[src/rtl/accCpuPkg.sv]
package accCpuPkg;

  localparam int OPC_W = 4;

  localparam logic [OPC_W-1:0] OP_HLT = 4'd0;
  localparam logic [OPC_W-1:0] OP_LDA = 4'd1;
  localparam logic [OPC_W-1:0] OP_STA = 4'd2;
  localparam logic [OPC_W-1:0] OP_ADD = 4'd3;
  localparam logic [OPC_W-1:0] OP_SUB = 4'd4;
  localparam logic [OPC_W-1:0] OP_JMP = 4'd5;

  typedef enum logic [1:0] {
    ACC_PASS,
    ACC_ADD,
    ACC_SUB
  } accOpE;

  // Register-transfer strobes from the controller to the datapath
  typedef struct packed {
    logic  marFromPc;
    logic  marFromOpnd;
    logic  mdrLoad;
    logic  cirLoad;
    logic  pcInc;
    logic  pcJump;
    logic  accLoad;
    accOpE accOp;
  } ctrlStrobesT;

  typedef enum logic [3:0] {
    S_FETCH_ADDR,
    S_FETCH_READ,
    S_FETCH_MDR,
    S_FETCH_CIR,
    S_DECODE,
    S_EX_ADDR,
    S_EX_READ,
    S_EX_MDR,
    S_EX_ACC,
    S_EX_WRITE,
    S_EX_JUMP,
    S_HALT
  } seqStateE;

endpackage

[src/rtl/accCpuCtrl.sv]
module accCpuCtrl
  import accCpuPkg::*;
(
  input  logic             clk,
  input  logic             rst,
  input  logic [OPC_W-1:0] opcode,
  output ctrlStrobesT      stb,
  output logic             memRead,
  output logic             memWrite,
  output logic             halted
);

  seqStateE state, nextState;

  always_ff @(posedge clk) begin
    if (rst) state <= S_FETCH_ADDR;
    else     state <= nextState;
  end

  always_comb begin
    stb       = '0;
    memRead   = 1'b0;
    memWrite  = 1'b0;
    nextState = state;
    unique case (state)
      S_FETCH_ADDR: begin
        stb.marFromPc = 1'b1;
        nextState     = S_FETCH_READ;
      end
      S_FETCH_READ: begin
        memRead   = 1'b1;
        nextState = S_FETCH_MDR;
      end
      S_FETCH_MDR: begin
        stb.mdrLoad = 1'b1;
        nextState   = S_FETCH_CIR;
      end
      S_FETCH_CIR: begin
        stb.cirLoad = 1'b1;
        stb.pcInc   = 1'b1;
        nextState   = S_DECODE;
      end
      S_DECODE: begin
        case (opcode)
          OP_LDA, OP_STA, OP_ADD, OP_SUB: nextState = S_EX_ADDR;
          OP_JMP:                         nextState = S_EX_JUMP;
          OP_HLT:                         nextState = S_HALT;
          default:                        nextState = S_FETCH_ADDR;
        endcase
      end
      S_EX_ADDR: begin
        stb.marFromOpnd = 1'b1;
        nextState       = (opcode == OP_STA) ? S_EX_WRITE : S_EX_READ;
      end
      S_EX_READ: begin
        memRead   = 1'b1;
        nextState = S_EX_MDR;
      end
      S_EX_MDR: begin
        stb.mdrLoad = 1'b1;
        nextState   = S_EX_ACC;
      end
      S_EX_ACC: begin
        stb.accLoad = 1'b1;
        case (opcode)
          OP_ADD:  stb.accOp = ACC_ADD;
          OP_SUB:  stb.accOp = ACC_SUB;
          default: stb.accOp = ACC_PASS;
        endcase
        nextState = S_FETCH_ADDR;
      end
      S_EX_WRITE: begin
        memWrite  = 1'b1;
        nextState = S_FETCH_ADDR;
      end
      S_EX_JUMP: begin
        stb.pcJump = 1'b1;
        nextState  = S_FETCH_ADDR;
      end
      S_HALT:  nextState = S_HALT;
      default: nextState = S_FETCH_ADDR;
    endcase
  end

  assign halted = (state == S_HALT);


  read_write_excl_chk: assert property (@(posedge clk) disable iff (rst)
    !(memRead && memWrite));


  halt_sticky_chk: assert property (@(posedge clk) disable iff (rst)
    halted |=> halted && !memRead && !memWrite);


  read_then_capture_chk: assert property (@(posedge clk) disable iff (rst)
    memRead |=> stb.mdrLoad);

endmodule

[src/rtl/accCpuDatapath.sv]
module accCpuDatapath
  import accCpuPkg::*;
#(
  parameter int ADDR_W = 12,
  localparam int DATA_W = OPC_W + ADDR_W
) (
  input  logic              clk,
  input  logic              rst,
  input  ctrlStrobesT       stb,
  input  logic [DATA_W-1:0] memRdata,
  output logic [OPC_W-1:0]  opcode,
  output logic [ADDR_W-1:0] memAddr,
  output logic [DATA_W-1:0] memWdata
);

  logic [ADDR_W-1:0] pc, mar;
  logic [DATA_W-1:0] mdr, cir, acc;
  logic [ADDR_W-1:0] operand;

  assign operand = cir[ADDR_W-1:0];
  assign opcode  = cir[DATA_W-1 -: OPC_W];

  // Program counter
  always_ff @(posedge clk) begin
    if (rst)             pc <= '0;
    else if (stb.pcJump) pc <= operand;
    else if (stb.pcInc)  pc <= pc + 1'b1;
  end

  // Address register
  always_ff @(posedge clk) begin
    if (rst)                  mar <= '0;
    else if (stb.marFromPc)   mar <= pc;
    else if (stb.marFromOpnd) mar <= operand;
  end

  // Data and instruction registers
  always_ff @(posedge clk) begin
    if (rst) begin
      mdr <= '0;
      cir <= '0;
    end else begin
      if (stb.mdrLoad) mdr <= memRdata;
      if (stb.cirLoad) cir <= mdr;
    end
  end

  // Accumulator
  always_ff @(posedge clk) begin
    if (rst) acc <= '0;
    else if (stb.accLoad) begin
      case (stb.accOp)
        ACC_ADD: acc <= acc + mdr;
        ACC_SUB: acc <= acc - mdr;
        default: acc <= mdr;
      endcase
    end
  end

  assign memAddr  = mar;
  assign memWdata = acc;


  pc_inc_chk: assert property (@(posedge clk) disable iff (rst)
    stb.pcInc && !stb.pcJump |=> pc == $past(pc) + 1'b1);


  mar_from_pc_chk: assert property (@(posedge clk) disable iff (rst)
    stb.marFromPc |=> mar == $past(pc));


  mdr_capture_chk: assert property (@(posedge clk) disable iff (rst)
    stb.mdrLoad |=> mdr == $past(memRdata));

endmodule

[src/rtl/accSeqCpu.sv]
module accSeqCpu
  import accCpuPkg::*;
#(
  parameter int ADDR_W = 12,
  localparam int DATA_W = OPC_W + ADDR_W
) (
  input  logic              clk,
  input  logic              rst,
  output logic [ADDR_W-1:0] memAddr,
  output logic              memRead,
  output logic              memWrite,
  output logic [DATA_W-1:0] memWdata,
  input  logic [DATA_W-1:0] memRdata,
  output logic              halted
);

  ctrlStrobesT      stb;
  logic [OPC_W-1:0] opcode;

  accCpuCtrl uCtrl (
    .clk      (clk),
    .rst      (rst),
    .opcode   (opcode),
    .stb      (stb),
    .memRead  (memRead),
    .memWrite (memWrite),
    .halted   (halted)
  );

  accCpuDatapath #(.ADDR_W(ADDR_W)) uDp (
    .clk      (clk),
    .rst      (rst),
    .stb      (stb),
    .memRdata (memRdata),
    .opcode   (opcode),
    .memAddr  (memAddr),
    .memWdata (memWdata)
  );

endmodule

[config.mk]
export PLATFORM = sky130hd
export DESIGN_NAME = accSeqCpu
export DESIGN_NICKNAME = d
export VERILOG_FILES = /design/src/rtl/accCpuPkg.sv /design/src/rtl/accCpuCtrl.sv /design/src/rtl/accCpuDatapath.sv /design/src/rtl/accSeqCpu.sv
export SDC_FILE = /design/constraint.sdc
export NUM_CORES = 1
export LEC_CHECK = 0
export BUFFER_PORTS_ARGS = -buffer_cell sky130_fd_sc_hd__buf_2
export CAP_MARGIN = 20
export CORE_MARGIN = 1
export CORE_UTILIZATION = 59
export DETAILED_ROUTE_END_ITERATION = 7
export HOLD_SLACK_MARGIN = 0.08
export PLACE_DENSITY = 0.82
export REMOVE_ABC_BUFFERS = 1
export SETUP_SLACK_MARGIN = 0.15
export SYNTH_ARGS = -nofsm -noshare
export SYNTH_HDL_FRONTEND = slang
export SYNTH_SLANG_ARGS = --single-unit
[constraint.sdc]
create_clock -name clk -period 4 [get_ports clk]
set_clock_uncertainty 0.05 [all_clocks]
set_input_delay 0.2 -clock clk [delete_from_list [all_inputs] [get_ports clk]]
set_output_delay 0.2 -clock clk [all_outputs]
set_load 0.02 [all_outputs]
# == Word level (Yosys, flattened, before mapping) ==
# Cells that the tools add are included.
# op_classes
add_sub_neg,3
eq_ne,18
reduce_logical,7
muxes,17
# op_table
op,n
2-to-1 mux 12 bit,4
one-hot mux 4 bit (9 select lines),1
one-hot mux 16 bit (2 select lines),1
"equality test 4 x 3 -> 1 bit, second input constant",6
adder 16 bit,1
"equality test 4 x 2 -> 1 bit, second input constant",4
"equality test 4 bit, second input constant",4
subtractor 16 bit,1
"adder 12 x 1 -> 12 bit, second input constant",1
one-hot mux 4 bit (3 select lines),1
"equality test 4 x 1 -> 1 bit, second input constant",2
zero test 4 bit,2
2-to-1 mux 1 bit,6
2-to-1 mux 4 bit,1
one-hot mux 2 bit (2 select lines),1
nonzero test 2 bit,2
OR reduction 2 bit,2
OR reduction 4 bit,1
2-to-1 mux 3 bit,1
"equality test 2 x 1 -> 1 bit, second input constant",1
"equality test 2 bit, second input constant",1
2-to-1 mux 2 bit,1
# word_totals
word_cells,51
output_inout_bits,31
inputBits,18
ff_bits,76

# == Logic depth before layout (Yosys ltp) ==
# Gate-level depths: netlist of the first run.
# depth
word_depth,5
ltp_mapped,16
depth_no_buf,15

# == Modules after synthesis ==
# Synthesis of the first run repeated with hierarchy kept, for this count alone.
# unflattened
cells_unflattened,540
hier_area_um2,4464.3
# by_module_without_submodules
mod,cells_per_inst,n_inst,seq_area_each_um2,area_each_um2
accCpuDatapath,478,1,1441.4,4028.9
accCpuCtrl,62,1,80.1,435.4

# == Least setup slack after synthesis of the first run ==
# No wires, ideal clock.
# synth_timing
path_kind,reg2reg
from,reg uCtrl.state[0]
to,"reg uDp.acc[15], in the netlist uDp.memWdata[15]"
period_less_slack_ns,3.564
path_buffers,2
required_time_ns,3.830
setup_ns,0.120
t_arrival_ns,3.394
stages_incl_launch_ff,17
slack_ns,0.436
cell_sequence,dfxtp_1 > nor2_1 > nand2_1 > clkbuf_1 > nor2_1 > and3_1 > ha_1 > clkbuf_1 > a21oi_1 > xnor2_1 > ha_1 > a21o_1 > a31oi_2 > a21oi_2 > o21ai_0 > o21ai_0 > a211o_1
# synth_via
elab_chain_cells,4
word_cells_on_any_way,5
classes_between,3 x eq/ne; 2 x mux
# synth_rtl
item,line,rtl
start: declaration,accCpuCtrl.sv:13,"seqStateE state, nextState;"
start signal: assignment,accCpuCtrl.sv:17,else state <= nextState;
equality test 4 bit *,accCpuCtrl.sv:25,unique case (state)
2-to-1 mux 3 bit *,accCpuCtrl.sv:25,
equality test 2 bit / equality test 2 x 1 -> 1 bit (equally long branches),accCpuDatapath.sv:52,case (stb.accOp)
one-hot mux 16 bit (2 select lines),accCpuDatapath.sv:52,
end signal: assignment,accCpuDatapath.sv:53,ACC_ADD: acc <= acc + mdr;
end signal: assignment,accCpuDatapath.sv:54,ACC_SUB: acc <= acc - mdr;
end signal: assignment,accCpuDatapath.sv:55,default: acc <= mdr;
end: declaration,accCpuDatapath.sv:17,"logic [DATA_W-1:0] mdr, cir, acc;"
# Every way passes the cells marked *; elsewhere a longest branch is shown, timed or not.
# A chain may end at the register's enable or synchronous reset.

# == Worst setup path in the final report of the first run ==
# layout_timing
from,reg uCtrl.state[2]
to,"reg uDp.acc[15], in the netlist uDp.memWdata[15]"
# The elaborated chain is that of the path after synthesis.

==> flow_summary_export.csv, run 1 <==
group,metric,value,unit
synthesis,ys.flop_type,"dfxtp_1",
placement,io_buffers,48,
power_and_ir_drop,vdd_drop_max,0.332,mV
sta,tns,0,ns
sta,maxSlewHeadroom,0.450,
sta,finalHoldViolCount,0,
drt,drc,0,
clock_tree,cts_tree,"built",
power_and_ir_drop,clock_power_share,0.327,
synthesis,synth.cell_area,4570,um^2
job,max-cap-violations,0,
finish,final_layout_size_suffix_gt1_frac,0.147,
drt,wirelength,11900,um
drt,routedWlPerCell,16.2,um
global_routing,grt_pass1_wl,19900,um
clock_tree,htree_levels,3,
worst_setup_path,worst-setup-path-type,"flip-flop to flip-flop",
synthesis,synth_cell_types,64,
sta,worst_hold_slack,0.232,ns
clock_tree,cts.clk_slew.worst_paths,0.09,ns
sta,final_max_slew_viol_count,0,
synthesis,postSynthAreaPerCell,7.94,um^2
power_and_ir_drop,internal_power,1.41,mW
power_and_ir_drop,switching_share,0.339,
floorplan,die_area,8090,um^2
floorplan,coreArea,7370,um^2
clock_tree,clk_latency,0.36,ns
power_and_ir_drop,p_leak,2.10,nW
power_and_ir_drop,p_per_area,406,nW/um^2
synthesis,syn_inst,575,
finish,final_cell_count_no_fill,732,
floorplan,fp.dieH,90.0,um
synthesis,synth-seq-cells,76,
sta,timing.final.crit_period,3.61,ns
placement,place_inst,700,
worst_setup_path,r2r_start,"uCtrl.state[2]",
clock_tree,root_buffer,"clkbuf_8",
sta,fin_crit_sh,0.902,
placement,finalWeightedCongestion,1.02,
clock_tree,clkSinkCount,76,
floorplan,top_level_ports,49,
power_and_ir_drop,switching_power,724,uW
sta,layout_setup_ws,0.391,ns
worst_setup_path,r2r_cells,14,
clock_tree,cts_setup_buffers,0,
worst_setup_path,r2r-end,"uDp.memWdata[15]",
drt,ant_nets,0,
floorplan,start_util,0.620,
global_routing,grt_max_degree,45,
worst_setup_path,worstPathRequired,4.21,ns
synthesis,synth_warnings,0,
clock_tree,cts-buffers-inserted,9,
min_path,hp-start,"rst",
floorplan,rows,31,
min_path,hold_class,"input pin to flip-flop",
power_and_ir_drop,power_frac_comb,0.292,
synthesis,synth_edf_count,0,
sta,rsz0062_at_grt,"no",
placement,place_ws,0.232,ns
worst_setup_path,start_kind,"flip-flop",
status,outcome,"finished, final reports clean",
worst_setup_path,arrival,3.81,ns
sta,fmax,277,MHz
global_routing,gr-total-overflow,0,
worst_setup_path,startpoint,"uCtrl.state[2]",
global_routing,grt_pass1_vias,4163,
drt,drtPass1Iterations,5,
synthesis,synthArstFlopShare,0,
drt,vias,4444,
min_path,min_to,"uDp.pc[2]",
drt,viasPerCell,6.07,
finish,post-route-util,0.713,
placement,hpwl,8040,um
finish,syn_to_final_growth,15.0,%
min_path,hold_path_depth,2,
worst_setup_path,r2r_slack,0.39,ns
global_routing,grt_use_total,0.303,
worst_setup_path,path_max_fanout,14,
finish,antenna_cells,0,
global_routing,antenna_found_initial,0,
clock_tree,cts_max_path_buffers,2,
drt,drtIter0Drc,276,
floorplan,fp.dieW,90.0,um
sta,setup_viol,0,
synthesis,seq_area_frac_synth,0.333,
sta,worst_pin_slew,0.813,ns
finish,final_nets,665,
worst_setup_path,cp-end-kind,"flip-flop",
power_and_ir_drop,seqPwrFrac,0.381,
-- metrics by stage --
stage | power (mW) | instance area [um^2]
after floorplan | 1.29 | 4400
after global placement | 1.41 | 4860
after detailed placement | 1.42 | 4860
after CTS | 2.12 | 5250
after global routing | 2.23 | 5250
final | 2.13 | 5250
-- registers in the layout, summed over array words and instances (netlist names) --
name	count
uDp.memAddr	12
uDp.mdr	16
uDp.memWdata	16
uCtrl.state	4
uDp.pc	12
uDp.cir	16
-- layout by cell type, fill, tap and decap left out, types with 3 or more instances in the layout --
| cell | instances |
|---|---|
| a221oi_1 | 6 |
| ha_1 | 17 |
| nand3_1 | 10 |
| buf_4 | 12 |
| o31ai_1 | 3 |
| inv_6 | 3 |
| a31oi_1 | 10 |
| nor4_1 | 3 |
| nand2b_1 | 5 |
| o21a_1 | 6 |
| nor2b_1 | 5 |
| a21oi_1 | 56 |
| nor3_1 | 19 |
| dlygate4sd3_1 | 16 |
| and3_1 | 5 |
| a211oi_1 | 7 |
| o21ai_1 | 3 |
| inv_1 | 13 |
| a22oi_1 | 10 |
| and2_1 | 3 |
| clkbuf_8 | 9 |
| nor4_4 | 3 |
| or3_1 | 3 |
| xnor2_1 | 18 |
| a21o_1 | 9 |
| buf_2 | 48 |
| o21ai_0 | 29 |
| nand2_1 | 82 |
| nand3b_1 | 3 |
| mux2i_1 | 20 |
| dfxtp_1 | 76 |
| xor2_1 | 5 |
| nor2_1 | 69 |
-- critical path, cell delays in order, from the launching register on --
cell and delay (ns):
dfxtp_1 0.64, nor2b_1 0.14, nand2_1 0.11, nor2_1 0.05, and3_1 0.17, ha_2 0.24, buf_4 0.19, a21oi_1 0.17
xnor2_1 0.10, ha_1 0.42, o2111ai_1 0.26, a21oi_2 0.31, o21ai_1 0.17, o2111a_1 0.27, a211o_1 0.21
-- routing by layer --
metal	vias up	track usage	share of wire
met3	26	0.0482	0.051
met5	-	0	0
met2	158	0.502	0.48
met1	2099	0.393	0.45
li1	2161	-	-
met4	0	0.129	0.023
-- final cells by class --
class	instances	area (um^2)
Multi-Input combinational cell	452	2840
Fill cell	590	2120
Sequential cell	76	1520
Timing Repair Buffer	76	490
Clock buffer	9	124
Tap cell	99	124
Clock inverter	7	106
Inverter	13	48.8
-- power groups by stage --
stage	Sequential [mW]	Combinational (mW)	Clock (mW)
global placement	0.828	0.583	0
detailed placement	0.829	0.595	0
global route	0.816	0.685	0.732
floorplan	0.832	0.453	0
CTS	0.811	0.611	0.698
finish	0.812	0.623	0.697
-- how the worst max path moves through the flow --
stage / depth (start not counted) / end / slack, ns
after detailed placement: 15 / uDp.memWdata[15] / 0.23
after global placement: 15 / uDp.memWdata[15] / 0.41
final: 14 / uDp.memWdata[15] / 0.39
after global routing: 15 / uDp.memWdata[15] / 0.18
after floorplan: 13 / uDp.memWdata[14] / 0.28
after CTS: 15 / uDp.memWdata[15] / 0.20
-- repair_timing --
item / 4_1_cts / 5_1_grt
hold buffers: 16 / 0
endpoints found under the hold margin: 16 / 0
resized for setup: 0 / 2
setup endpoints to repair: 0 / 7
-- Yosys cell counts (3+ instances only) --
library cell,n,area share
buf_2,10,0.011
nor2_1,69,0.057
a221oi_1,6,0.012
a21o_1,9,0.015
nor4_1,3,0.0041
o31ai_1,3,0.0049
ha_1,18,0.049
or3_1,3,0.0041
xor2_1,5,0.0096
buf_4,5,0.0082
nand3_1,10,0.011
a31oi_1,10,0.014
mux2i_1,20,0.044
a211oi_1,7,0.012
xnor2_1,18,0.035
nand2b_1,5,0.0069
nor3_1,19,0.021
and3_1,5,0.0069
and2_1,3,0.0041
a21oi_1,56,0.061
o21ai_0,30,0.033
nand3b_1,3,0.0049
a22oi_1,10,0.016
nor4_4,3,0.014
inv_1,13,0.011
o21a_1,6,0.0099
nor2b_1,5,0.0069
clkbuf_1,18,0.015
nand2_1,82,0.067
dfxtp_1,76,0.33
-- kinds of logic (layout without fill, tap and decap cells) --
group,Yosys count,count (layout),share of synthesized area
multiplexers,21,21,0.0463
XOR/XNOR,24,24,0.0477
adder cells (fa/ha/maj),19,19,0.0537
AND/OR/NAND/NOR,225,225,0.239
buffers and inverters,47,105,0.0471
flip-flops,76,76,0.333
AO/OA/AOI/OAI,163,163,0.233
Power figures use the tool's default switching activity.
==> run 2, diff against run 1 <==
--- a/config.mk
+++ b/config.mk
@@ -11,7 +11,7 @@
 export CORE_UTILIZATION = 59
 export DETAILED_ROUTE_END_ITERATION = 7
 export HOLD_SLACK_MARGIN = 0.08
-export PLACE_DENSITY = 0.82
+export PLACE_DENSITY_LB_ADDON = 0.15
 export REMOVE_ABC_BUFFERS = 1
 export SETUP_SLACK_MARGIN = 0.15
 export SYNTH_ARGS = -nofsm -noshare
==> run 2 against run 1 <==
Critical path depth stayed put. Wire length is 5.3% lower. Highest routed layer unchanged. Clock-buffer cell count stayed put. Register-to-register slack better by 0.11 ns. Non-clock buffer count is 1 higher. Largest cell class unchanged. Flip-flop and latch count stayed put. Combinational power is 2% lower. Clock power is 18% lower. Utilization is 0.46 points lower. Global-route usage is 2.0 points lower. Cell count is 0.14% higher. Die area stayed put.
==> flow_summary_export.csv, run 2 (same netlist as run 1, synthesis figures left out) <==
group,metric,value,unit
global_routing,grt_use_total,0.283,
finish,final_cell_count_no_fill,733,
sta,timing.final.crit_period,3.50,ns
power_and_ir_drop,vdd_drop_max,0.228,mV
placement,hpwl,7870,um
sta,setup_viol,0,
floorplan,top_level_ports,49,
clock_tree,clk_latency,0.35,ns
clock_tree,htree_levels,3,
global_routing,grt_pass1_wl,18700,um
worst_setup_path,arrival,3.70,ns
placement,place_ws,0.454,ns
floorplan,rows,31,
drt,drtPass1Iterations,5,
finish,nFillCells,641,
sta,finalHoldViolCount,0,
clock_tree,root_buffer,"clkbuf_8",
finish,post-route-util,0.708,
worst_setup_path,path_max_fanout,11,
floorplan,fp.dieW,90.0,um
global_routing,grt_pass1_vias,3975,
global_routing,grt_max_degree,50,
placement,io_buffers,48,
floorplan,start_util,0.620,
sta,fin_crit_sh,0.875,
sta,fmax,286,MHz
drt,drtIter0Drc,275,
status,outcome,"finished, final reports clean",
drt,viasPerCell,5.92,
clock_tree,cts_tree,"built",
floorplan,die_area,8090,um^2
finish,antenna_cells,0,
worst_setup_path,worst-setup-path-type,"flip-flop to flip-flop",
finish,final_nets,666,
job,max-cap-violations,0,
finish,final_layout_size_suffix_gt1_frac,0.148,
global_routing,gr-total-overflow,0,
floorplan,fp.dieH,90.0,um
finish,layout_common_cells,"nand2_1, dfxtp_1, nor2_1",
sta,worst_pin_slew,0.915,ns
floorplan,coreArea,7370,um^2
drt,drc,0,
drt,ant_nets,0,
drt,wirelength,11200,um
power_and_ir_drop,p_per_area,382,nW/um^2
drt,routedWlPerCell,15.3,um
sta,final_max_slew_viol_count,0,
min_path,hold_class,"flip-flop to flip-flop",
sta,layout_setup_ws,0.500,ns
finish,syn_to_final_growth,14.3,%
power_and_ir_drop,p_leak,2.08,nW
placement,place_inst,701,
clock_tree,cts_max_path_buffers,2,
clock_tree,cts-buffers-inserted,9,
drt,vias,4340,
placement,placed_cell_area,4870,um^2
clock_tree,cts.clk_slew.worst_paths,0.09,ns
worst_setup_path,worstPathRequired,4.20,ns
worst_setup_path,start_kind,"flip-flop",
placement,finalWeightedCongestion,0.960,
sta,rsz0062_at_grt,"no",
sta,tns,0,ns
global_routing,antenna_found_initial,0,
worst_setup_path,cp-end-kind,"flip-flop",
clock_tree,clkSinkCount,76,
finish,final_common_cell,"nand2_1",
sta,maxSlewHeadroom,0.390,
finish,finish.instance_area,5220,um^2
run 2: changes by cell type in the layout (fill, tap and decap cells not counted), sizes merged:
cell and delta:
clkinvlp +1, inv +1, bufinv -2, buf +1
run 2: path summary, 6_finish.rpt:
| check | cells past startpoint | startpoint | slack, ns | endpoint |
|---|---|---|---|---|
| setup / recovery | 14 | uCtrl.state[3] | 0.50 | uDp.memWdata[15] |
| hold / removal | 2 | uDp.memAddr[5] | 0.40 | uDp.memAddr[5] |
| setup reg to reg | 14 | uCtrl.state[3] | 0.50 | uDp.memWdata[15] |
| hold reg to reg | 2 | uDp.memAddr[5] | 0.40 | uDp.memAddr[5] |
run 2: where the power goes:
group,internal [mW],switching [mW]
clock,0.242,0.333
sequential,0.777,0.0318
combinational,0.268,0.343
total,1.29,0.707
run 2: layout make-up:
type | instances | area, um^2 | area share
clock buffer | 9 | 124 | 0.0237
inverter | 13 | 48.8 | 0.00935
sequential | 76 | 1520 | 0.292
tap | 99 | 124 | 0.0237
clock inverter | 7 | 65.1 | 0.0125
timing repair buffer | 77 | 498 | 0.0954
multi-input combinational | 452 | 2840 | 0.544
run 2: metal layers:
metal  GRT usage  vias up  routed length, um
met5           0        -                  0
met4       0.109        0                233
met3      0.0592       22                543
met2       0.454      123               5270
met1       0.375     2036               5190
li1            -     2159                  -
run 2: timing repair:
item | CTS | global route
buffers inserted | 0 | 0
hold endpoints to repair | 16 | 0
hold buffers | 16 | 0
gates resized for setup | 0 | 1
endpoints found under the setup margin | 0 | 1
run 2: per-stage QoR:
stage / power (mW) / hold WS [ns]
floorplan: 1.29 / 0.219
global placement: 1.41 / 0.384
detailed placement: 1.42 / 0.394
CTS: 2.00 / 0.402
global route: 2.11 / 0.427
finish: 1.99 / 0.404
run 2: critical path, cell delays in order, from the launching register on:
cell,delay [ns]
dfxtp_1,0.33
nor2b_1,0.25
nand2_1,0.12
nor2_1,0.13
and3_1,0.17
ha_2,0.31
mux2_2,0.39
inv_1,0.07
ha_1,0.22
nor2b_1,0.14
o2111ai_1,0.30
a21oi_2,0.15
o21ai_0,0.35
o21ai_0,0.15
a211o_1,0.27
